`src/rtl/mpm_pkg.sv`:
```
package mpm_pkg;

  localparam int NPE  = 9;
  localparam int NGRP = 3;

  typedef enum logic [2:0] {
    MD_8X1  = 3'd0,
    MD_8X4  = 3'd1,
    MD_8X9  = 3'd2,
    MD_16X1 = 3'd3,
    MD_16X2 = 3'd4,
    MD_16X3 = 3'd5,
    MD_32X1 = 3'd6,
    MD_RSV  = 3'd7
  } mode_e;

  function automatic logic is_byte(mode_e m);
    return (m == MD_8X1) || (m == MD_8X4) || (m == MD_8X9);
  endfunction

  function automatic logic is_half(mode_e m);
    return (m == MD_16X1) || (m == MD_16X2) || (m == MD_16X3);
  endfunction

  function automatic logic is_word(mode_e m);
    return m == MD_32X1;
  endfunction

  function automatic int lane_cnt(mode_e m);
    case (m)
      MD_8X1:  return 1;
      MD_8X4:  return 4;
      MD_8X9:  return 9;
      MD_16X1: return 1;
      MD_16X2: return 2;
      MD_16X3: return 3;
      MD_32X1: return 1;
      default: return 0;
    endcase
  endfunction

  function automatic logic [NPE-1:0] pe_mask(mode_e m);
    case (m)
      MD_8X1:  return 9'h001;
      MD_8X4:  return 9'h00F;
      MD_16X1: return 9'h007;
      MD_16X2: return 9'h03F;
      MD_8X9, MD_16X3, MD_32X1: return 9'h1FF;
      default: return 9'h000;
    endcase
  endfunction

endpackage

```
`src/rtl/mpm_distrib.sv`:
```
module mpm_distrib
  import mpm_pkg::*;
#(
  parameter int W = 8
) (
  input  logic                   clk,
  input  logic                   rst,
  input  logic                   in_valid,
  input  mode_e                  in_mode,
  input  logic                   in_signed,
  input  logic [NPE*W-1:0]       in_a,
  input  logic [NPE*W-1:0]       in_b,
  output logic [NPE-1:0][W:0]    pe_a,
  output logic [NPE-1:0][W:0]    pe_b,
  output logic [NPE-1:0]         lane_neg,
  output logic                   d32_neg,
  output mode_e                  mode_q,
  output logic                   vld_q,
  output logic [NPE-1:0]         pe_en
);

  localparam int P1 = W;
  localparam int P2 = 2 * W;
  localparam int P4 = 4 * W;

  logic [P1-1:0] m8a [NPE];
  logic [P1-1:0] m8b [NPE];
  logic [NPE-1:0] n8;
  logic [P2-1:0] m16a [NGRP];
  logic [P2-1:0] m16b [NGRP];
  logic [NGRP-1:0] n16;
  logic [P4-1:0] m32a, m32b;
  logic n32;
  logic [P2-1:0] xh, xl, yh, yl;
  logic [P2-1:0] ga [NGRP];
  logic [P2-1:0] gb [NGRP];
  logic dneg_nx;
  logic [NPE-1:0] neg_nx;
  logic [NPE-1:0][W:0] a_nx, b_nx;
  logic [NPE-1:0] mask_nx;

  // magnitude and sign of every lane at every width
  always_comb begin
    for (int k = 0; k < NPE; k++) begin
      m8a[k] = (in_signed && in_a[k*P1+P1-1]) ? (~in_a[k*P1 +: P1] + P1'(1)) : in_a[k*P1 +: P1];
      m8b[k] = (in_signed && in_b[k*P1+P1-1]) ? (~in_b[k*P1 +: P1] + P1'(1)) : in_b[k*P1 +: P1];
      n8[k]  = in_signed & (in_a[k*P1+P1-1] ^ in_b[k*P1+P1-1]);
    end
    for (int g = 0; g < NGRP; g++) begin
      m16a[g] = (in_signed && in_a[g*P2+P2-1]) ? (~in_a[g*P2 +: P2] + P2'(1)) : in_a[g*P2 +: P2];
      m16b[g] = (in_signed && in_b[g*P2+P2-1]) ? (~in_b[g*P2 +: P2] + P2'(1)) : in_b[g*P2 +: P2];
      n16[g]  = in_signed & (in_a[g*P2+P2-1] ^ in_b[g*P2+P2-1]);
    end
    m32a = (in_signed && in_a[P4-1]) ? (~in_a[P4-1:0] + P4'(1)) : in_a[P4-1:0];
    m32b = (in_signed && in_b[P4-1]) ? (~in_b[P4-1:0] + P4'(1)) : in_b[P4-1:0];
    n32  = in_signed & (in_a[P4-1] ^ in_b[P4-1]);
  end

  assign xh = m32a[P4-1:P2];
  assign xl = m32a[P2-1:0];
  assign yh = m32b[P4-1:P2];
  assign yl = m32b[P2-1:0];

  // per-group 2W-bit magnitude pairs; the full-width mode feeds the
  // three groups with low, high and difference halves
  always_comb begin
    dneg_nx = 1'b0;
    for (int g = 0; g < NGRP; g++) begin
      ga[g] = m16a[g];
      gb[g] = m16b[g];
    end
    if (is_word(in_mode)) begin
      ga[0]   = xl;
      gb[0]   = yl;
      ga[1]   = xh;
      gb[1]   = yh;
      ga[2]   = (xh >= xl) ? (xh - xl) : (xl - xh);
      gb[2]   = (yl >= yh) ? (yl - yh) : (yh - yl);
      dneg_nx = (xh < xl) ^ (yl < yh);
    end
    neg_nx = '0;
    if (is_byte(in_mode))      neg_nx = n8;
    else if (is_half(in_mode)) neg_nx[NGRP-1:0] = n16;
    else if (is_word(in_mode)) neg_nx[0] = n32;
  end

  // PE operands: three per group, or one lane per PE in byte modes
  always_comb begin
    for (int g = 0; g < NGRP; g++) begin
      a_nx[3*g]   = {1'b0, ga[g][P1-1:0]};
      b_nx[3*g]   = {1'b0, gb[g][P1-1:0]};
      a_nx[3*g+1] = {1'b0, ga[g][P2-1:P1]};
      b_nx[3*g+1] = {1'b0, gb[g][P2-1:P1]};
      a_nx[3*g+2] = {1'b0, ga[g][P2-1:P1]} - {1'b0, ga[g][P1-1:0]};
      b_nx[3*g+2] = {1'b0, gb[g][P1-1:0]} - {1'b0, gb[g][P2-1:P1]};
    end
    if (is_byte(in_mode)) begin
      for (int k = 0; k < NPE; k++) begin
        a_nx[k] = {1'b0, m8a[k]};
        b_nx[k] = {1'b0, m8b[k]};
      end
    end
  end

  assign mask_nx = pe_mask(in_mode);

  always_ff @(posedge clk) begin
    if (rst) begin
      pe_a     <= '0;
      pe_b     <= '0;
      lane_neg <= '0;
      d32_neg  <= 1'b0;
      mode_q   <= MD_8X1;
      vld_q    <= 1'b0;
      pe_en    <= '0;
    end else begin
      vld_q <= in_valid;
      pe_en <= in_valid ? mask_nx : '0;
      if (in_valid) begin
        lane_neg <= neg_nx;
        d32_neg  <= dneg_nx;
        mode_q   <= in_mode;
      end
      for (int i = 0; i < NPE; i++) begin
        if (in_valid && mask_nx[i]) begin
          pe_a[i] <= a_nx[i];
          pe_b[i] <= b_nx[i];
        end
      end
    end
  end

  assert_reserved_idle_R6: assert property (@(posedge clk) disable iff (rst)
    (in_valid && in_mode == MD_RSV) |=> (pe_en == '0))
    else $error("reserved mode enabled a PE");

endmodule

```
`src/rtl/mpm_pe.sv`:
```
module mpm_pe #(
  parameter int W = 8
) (
  input  logic [W:0]     a,
  input  logic [W:0]     b,
  output logic [2*W+1:0] p
);

  logic signed [2*W+1:0] ax, bx;

  assign ax = {{(W+1){a[W]}}, a};
  assign bx = {{(W+1){b[W]}}, b};
  assign p  = ax * bx;

endmodule

```
`src/rtl/mpm_collect.sv`:
```
module mpm_collect
  import mpm_pkg::*;
#(
  parameter int W = 8
) (
  input  logic                     clk,
  input  logic                     rst,
  input  logic [NPE-1:0][2*W+1:0]  prod,
  input  logic [NPE-1:0]           lane_neg,
  input  logic                     d32_neg,
  input  mode_e                    mode_q,
  input  logic                     vld_q,
  output logic                     out_valid,
  output logic [2*NPE*W-1:0]       out_result
);

  localparam int P2    = 2 * W;
  localparam int P4    = 4 * W;
  localparam int P8    = 8 * W;
  localparam int OUT_W = 2 * NPE * W;

  logic signed [P2+3:0] eh [NGRP];
  logic signed [P2+3:0] el [NGRP];
  logic signed [P2+3:0] ed [NGRP];
  logic signed [P2+3:0] mg [NGRP];
  logic [P4-1:0] u [NGRP];
  logic [P4+2:0] m32;
  logic [P8-1:0] p64;
  logic [OUT_W-1:0] res_nx;
  mode_e out_mode;

  always_comb begin
    // 2W-bit magnitude product of each group from its three PEs
    for (int g = 0; g < NGRP; g++) begin
      el[g] = {{2{prod[3*g][P2+1]}},   prod[3*g]};
      eh[g] = {{2{prod[3*g+1][P2+1]}}, prod[3*g+1]};
      ed[g] = {{2{prod[3*g+2][P2+1]}}, prod[3*g+2]};
      mg[g] = eh[g] + el[g] + ed[g];
      u[g]  = P4'(prod[3*g]) + (P4'(mg[g]) << W) + (P4'(prod[3*g+1]) << P2);
    end
    // 4W-bit magnitude product from the three group products
    if (d32_neg) m32 = {3'b000, u[1]} + {3'b000, u[0]} - {3'b000, u[2]};
    else         m32 = {3'b000, u[1]} + {3'b000, u[0]} + {3'b000, u[2]};
    p64 = P8'(u[0]) + (P8'(m32) << P2) + (P8'(u[1]) << P4);

    res_nx = '0;
    if (is_byte(mode_q)) begin
      for (int k = 0; k < NPE; k++) begin
        if (k < lane_cnt(mode_q))
          res_nx[k*P2 +: P2] = lane_neg[k] ? (~prod[k][P2-1:0] + P2'(1)) : prod[k][P2-1:0];
      end
    end else if (is_half(mode_q)) begin
      for (int g = 0; g < NGRP; g++) begin
        if (g < lane_cnt(mode_q))
          res_nx[g*P4 +: P4] = lane_neg[g] ? (~u[g] + P4'(1)) : u[g];
      end
    end else if (is_word(mode_q)) begin
      res_nx[P8-1:0] = lane_neg[0] ? (~p64 + P8'(1)) : p64;
    end
  end

  always_ff @(posedge clk) begin
    if (rst) begin
      out_valid  <= 1'b0;
      out_result <= '0;
      out_mode   <= MD_8X1;
    end else begin
      out_valid  <= vld_q;
      out_result <= vld_q ? res_nx : '0;
      out_mode   <= mode_q;
    end
  end

  assert_idle_zero_R8: assert property (@(posedge clk) disable iff (rst)
    !out_valid |-> (out_result == '0))
    else $error("result nonzero while idle");

  assert_reserved_zero_R6: assert property (@(posedge clk) disable iff (rst)
    (out_valid && out_mode == MD_RSV) |-> (out_result == '0))
    else $error("reserved mode produced a result");

  assert_word_upper_zero_R5: assert property (@(posedge clk) disable iff (rst)
    (out_valid && out_mode == MD_32X1) |-> (out_result[OUT_W-1:P8] == '0))
    else $error("unused lanes nonzero in full-width mode");

endmodule

```
`src/rtl/mpm_array.sv`:
```
module mpm_array
  import mpm_pkg::*;
#(
  parameter int W = 8
) (
  input  logic                  clk,
  input  logic                  rst,
  input  logic                  in_valid,
  input  logic [2:0]            in_mode,
  input  logic                  in_signed,
  input  logic [NPE*W-1:0]      in_a,
  input  logic [NPE*W-1:0]      in_b,
  output logic                  out_valid,
  output logic [2*NPE*W-1:0]    out_result,
  output logic [NPE-1:0]        pe_en
);

  logic [NPE-1:0][W:0]     pe_a, pe_b;
  logic [NPE-1:0][2*W+1:0] prod;
  logic [NPE-1:0]          lane_neg;
  logic                    d32_neg;
  mode_e                   mode_q;
  logic                    vld_q;

  mpm_distrib #(.W(W)) i_distrib (
    .clk       (clk),
    .rst       (rst),
    .in_valid  (in_valid),
    .in_mode   (mode_e'(in_mode)),
    .in_signed (in_signed),
    .in_a      (in_a),
    .in_b      (in_b),
    .pe_a      (pe_a),
    .pe_b      (pe_b),
    .lane_neg  (lane_neg),
    .d32_neg   (d32_neg),
    .mode_q    (mode_q),
    .vld_q     (vld_q),
    .pe_en     (pe_en)
  );

  for (genvar i = 0; i < NPE; i++) begin : g_pe
    mpm_pe #(.W(W)) i_pe (
      .a (pe_a[i]),
      .b (pe_b[i]),
      .p (prod[i])
    );

    assert_pe_hold_R7: assert property (@(posedge clk) disable iff (rst)
      !pe_en[i] |-> $stable(prod[i]))
      else $error("disabled PE %0d changed its product", i);
  end

  mpm_collect #(.W(W)) i_collect (
    .clk        (clk),
    .rst        (rst),
    .prod       (prod),
    .lane_neg   (lane_neg),
    .d32_neg    (d32_neg),
    .mode_q     (mode_q),
    .vld_q      (vld_q),
    .out_valid  (out_valid),
    .out_result (out_result)
  );

  // edges seen since reset, saturating, for the latency check
  logic [1:0] since_rst;
  always_ff @(posedge clk) begin
    if (rst)                  since_rst <= 2'd0;
    else if (since_rst != 2'd2) since_rst <= since_rst + 2'd1;
  end

  assert_latency_R4: assert property (@(posedge clk) disable iff (rst)
    (since_rst == 2'd2) |-> (out_valid == $past(in_valid, 2)))
    else $error("result valid does not follow input by two edges");

  assert_enable_shape_R7: assert property (@(posedge clk) disable iff (rst)
    ($countones(pe_en) == 0) || ($countones(pe_en) == 1) || ($countones(pe_en) == 3) ||
    ($countones(pe_en) == 4) || ($countones(pe_en) == 6) || ($countones(pe_en) == 9))
    else $error("illegal PE enable pattern");

endmodule

```
`config.mk`:
```
export PLATFORM = sky130hd
export DESIGN_NAME = mpm_array
export DESIGN_NICKNAME = d
export VERILOG_FILES = /design/src/rtl/mpm_pkg.sv /design/src/rtl/mpm_distrib.sv /design/src/rtl/mpm_pe.sv /design/src/rtl/mpm_collect.sv /design/src/rtl/mpm_array.sv
export SDC_FILE = /design/constraint.sdc
export NUM_CORES = 2
export LEC_CHECK = 0
export ABC_AREA = 1
export BUFFER_PORTS_ARGS = -buffer_cell sky130_fd_sc_hd__buf_4
export CORE_MARGIN = 2
export CORE_UTILIZATION = 45
export DETAILED_ROUTE_END_ITERATION = 12
export GPL_TIMING_DRIVEN = 0
export HOLD_SLACK_MARGIN = 0.03
export PLACE_DENSITY = 0.58
export REMOVE_ABC_BUFFERS = 1
export SLEW_MARGIN = 5
export SYNTH_ARGS = -nofsm -noshare
export SYNTH_HDL_FRONTEND = slang
export SYNTH_SLANG_ARGS = --single-unit
```
`constraint.sdc`:
```
create_clock -name clk -period 14.3 [get_ports clk]
set_clock_uncertainty 0.05 [all_clocks]
set_input_delay 2.86 -clock clk [delete_from_list [all_inputs] [get_ports clk]]
set_output_delay 2.86 -clock clk [all_outputs]
set_load 0.02 [all_outputs]
```
==> impl_metrics.env <==
export IMPL_hold_class="register to register"
export IMPL_gp_congestion=1.01
export IMPL_core_region_area_um2=152000
export IMPL_worst_slew_pin_transition_ps=1370
export IMPL_wl_met1_um=119000
export IMPL_num_io_pins=305
export IMPL_finalHoldViolations=0
export IMPL_critPathMaxFanout=9
export IMPL_ys_seq_area_share_pct=9.09
export IMPL_syn_instance_count=10800
export IMPL_cts_sinks=314
export IMPL_worstPathArrival_ps=14350
export IMPL_synth_edf_count=0
export IMPL_clk_pin_slew_ps=60
export IMPL_synth_top_cell_area_share_pct=14.8
export IMPL_avgRoutedWirePerCell_um=21.3
export IMPL_ys_flop_type="dfxtp_1"
export IMPL_routed_wl_um=278000
export IMPL_async_reset_ff_share_pct=0
export IMPL_final_fill_count=15700
export IMPL_crit_slowest_cell="fa_1"
export IMPL_endpoint="i_collect.out_result[45]"
export IMPL_maxSlewViolCount=0
export IMPL_cp_end_kind="register"
export IMPL_drt_iter0_drc=5902
export IMPL_antenna_found_initial=25
export IMPL_clkLatencyLatePin_ps=660
export IMPL_slew_headroom_pct=7.87
export IMPL_root_buffer="clkbuf_16"
export IMPL_hold_depth=2
export IMPL_crit_required_ps=14800
export IMPL_highest_layer="met5"
export IMPL_dp_final_hpwl_um=234000
export IMPL_fmax_mhz=72.2
export IMPL_port_buffer_count=304
export IMPL_setup_viol=0
export IMPL_wl_met2_um=125000
export IMPL_ys_types=84
export IMPL_drv_cap=0
export IMPL_cts_hold_fix_buffers=0
export IMPL_r2r_end="i_collect.out_result[45]"
export IMPL_grt_max_degree=99
export IMPL_pre_cts_ws_ps=-2450
export IMPL_initial_core_util_pct=45.4
export IMPL_die_h_um=396
export IMPL_dr_wl_met3_um=21900
export IMPL_die_w_um=396
export IMPL_antenna_left=0
export IMPL_dr_pass1_iters=8
export IMPL_cpMostUsedCell="nand2_1"
export IMPL_min_period_ps=13850
export IMPL_fin_ws_ps=449
export IMPL_grt_first_pass_wirelength_um=413000
export IMPL_synth_largest_area_cell="fa_1"
export IMPL_rows=143
export IMPL_r2r_start="i_distrib.pe_b[26]"
export IMPL_die_area_um2=157000
export IMPL_worst_setup_path_type="register to register"
export IMPL_clk_path_buf_depth=3
export IMPL_vias_per_cell=5.45
export IMPL_synth_area_per_cell_um2=6.39
export IMPL_startpoint="i_distrib.pe_b[26]"
export IMPL_fin_nets=12400
export IMPL_syn_area_um2=69100
export IMPL_synth_seq_cells=314
export IMPL_numCtsBuffers=45
export IMPL_area_growth_syn_to_layout_pct=14.5
export IMPL_grt_use_total_pct=34.4
export IMPL_start_kind="register"
export IMPL_timing_final_crit_share_pct=96.9
export IMPL_synth_area_leaders="fa_1 15%, ha_1 14%, nand2_1 14%"
export IMPL_h_tree_depth=2
export IMPL_reg2reg_depth=72
export IMPL_grt_pass1_vias=68100
export IMPL_yosysWarnings=0
export IMPL_cts_tree="built"
export IMPL_critical_path_max_stage_delay_ps=560
export IMPL_ff2ff_setup_slack_ps=450
export IMPL_route_detailed_drc=0
export IMPL_drive_gt1_share_pct=12.6
export IMPL_status="completed"
export IMPL_overflow=0
export IMPL_num_vias=71200
## how the worst min path moves through the flow
stage	to	slack (ps)	startpoint
final	i_distrib.d32_neg	450	i_distrib.d32_neg
after global routing	i_distrib.d32_neg	480	i_distrib.d32_neg
after CTS	i_distrib.d32_neg	450	i_distrib.d32_neg
after detailed placement	i_distrib.d32_neg	440	i_distrib.d32_neg
after global placement	i_distrib.mode_q[1]	480	i_distrib.mode_q[1]
after floorplan	i_distrib.mode_q[1]	450	i_distrib.mode_q[1]
## cells in the final DEF, fill, tap and decap left out, types with 91 or more instances in the layout
cell type / n
nand2_2: 91
fa_1: 500
nand3_1: 495
dfxtp_1: 212
nand2_1: 2427
buf_4: 446
nor2_1: 720
ha_1: 688
nand4_1: 91
xor2_1: 295
o21ai_0: 547
a21oi_1: 750
nor3_1: 150
inv_1: 2096
o211ai_1: 110
## per-stage QoR
| stage | TNS, ps | hold slack [ps] | utilization, % | instance area, µm² | instances |
|---|---|---|---|---|---|
| final | 0 | 446 | 52.0 | 79200 | 13100 |
| after global routing | -1960 | 484 | 52.0 | 79200 | 13100 |
| after CTS | 0 | 451 | 50.1 | 76300 | 12900 |
| after detailed placement | -51390 | 442 | 48.0 | 73000 | 12800 |
| after global placement | -581860 | 477 | 47.6 | 72400 | 12800 |
| after floorplan | 0 | 448 | - | 67600 | 10400 |
## cell families (layout without fill, tap and decap cells)
kind of cell             Yosys count  count (layout)  synth area share [%]
AO/OA/AOI/OAI                   1886            1886                  15.4
XOR/XNOR                         487             487                  6.32
adder cells (fa/ha/maj)         1274            1274                  28.6
buffers and inverters           2548            2739                  14.0
flip-flops                       314             314                  9.09
multiplexers                       4               4                0.0579
other                              0              27                     0
AND/OR/NAND/NOR                 4298            4298                  26.5
## worst max-delay path, delay by kind of cell, from the launching register on
| family | cells | cell delay (ps) |
|---|---|---|
| AO/OA/AOI/OAI | 8 | 1330 |
| XOR/XNOR | 6 | 1230 |
| adder cells (fa/ha/maj) | 13 | 5020 |
| buffers and inverters | 11 | 1010 |
| flip-flops | 1 | 360 |
| AND/OR/NAND/NOR | 34 | 4710 |
## synth_stat cells (all sizes together), types with 4 or more instances
cell type and count:
mux2i 4, xor2 397, and3 5, nand2 2539, o22ai 26, o311ai 11
a21o 37, o221a 5, clkbuf 301, and2 13, inv 2162, o31ai 28
o21a 17, nand4 94, a31oi 55, a21oi 810, o21bai 50, a21boi 9
a31o 6, clkinv 16, a22oi 4, nand3 537, o21ai 645, nor3 185
fa 510, o221ai 31, o211ai 111, xnor2 90, a211oi 17, nor4 22
nand3b 35, a221oi 4, nor2 803, or2 56, dfxtp 314, buf 69
o32ai 4, nor3b 7, ha 764
## registers in the layout, summed over array words and instances (netlist names)
name and cells:
i_collect.out_valid 1, i_collect.out_result 144, i_distrib.d32_neg 1, i_distrib.pe_en 5, i_distrib.pe_b 75, i_distrib.vld_q 1
i_distrib.mode_q 3, i_distrib.lane_neg 9, i_distrib.pe_a 75
## routing by layer
metal | global-route usage [%] | up-vias
li1 | - | 34400
met1 | 45.8 | 33700
met2 | 55.6 | 2554
met3 | 5.52 | 458
met4 | 13.1 | 22
met5 | 0 | -
## cell type report
class                      instances  area [µm²]  area share (%)
timing repair buffer             479        3980            5.03
sequential                       314        6500            8.21
multi-input combinational       7949       56300            71.2
inverter                        2178        8220            10.4
clock inverter                    27         319           0.403
tap                             2030        2540            3.21
clock buffer                      55        1210            1.53
antenna                           27        67.6          0.0853
## repair_timing
action	in CTS	in global routing
pin swaps	54	157
hold endpoints to repair	0	0
endpoints found under the setup margin	30	25
resized for setup	256	484
buffers inserted	46	107
Power is not shown: default switching activity piles up to over one toggle a cycle in this logic, so the estimate is an artifact.
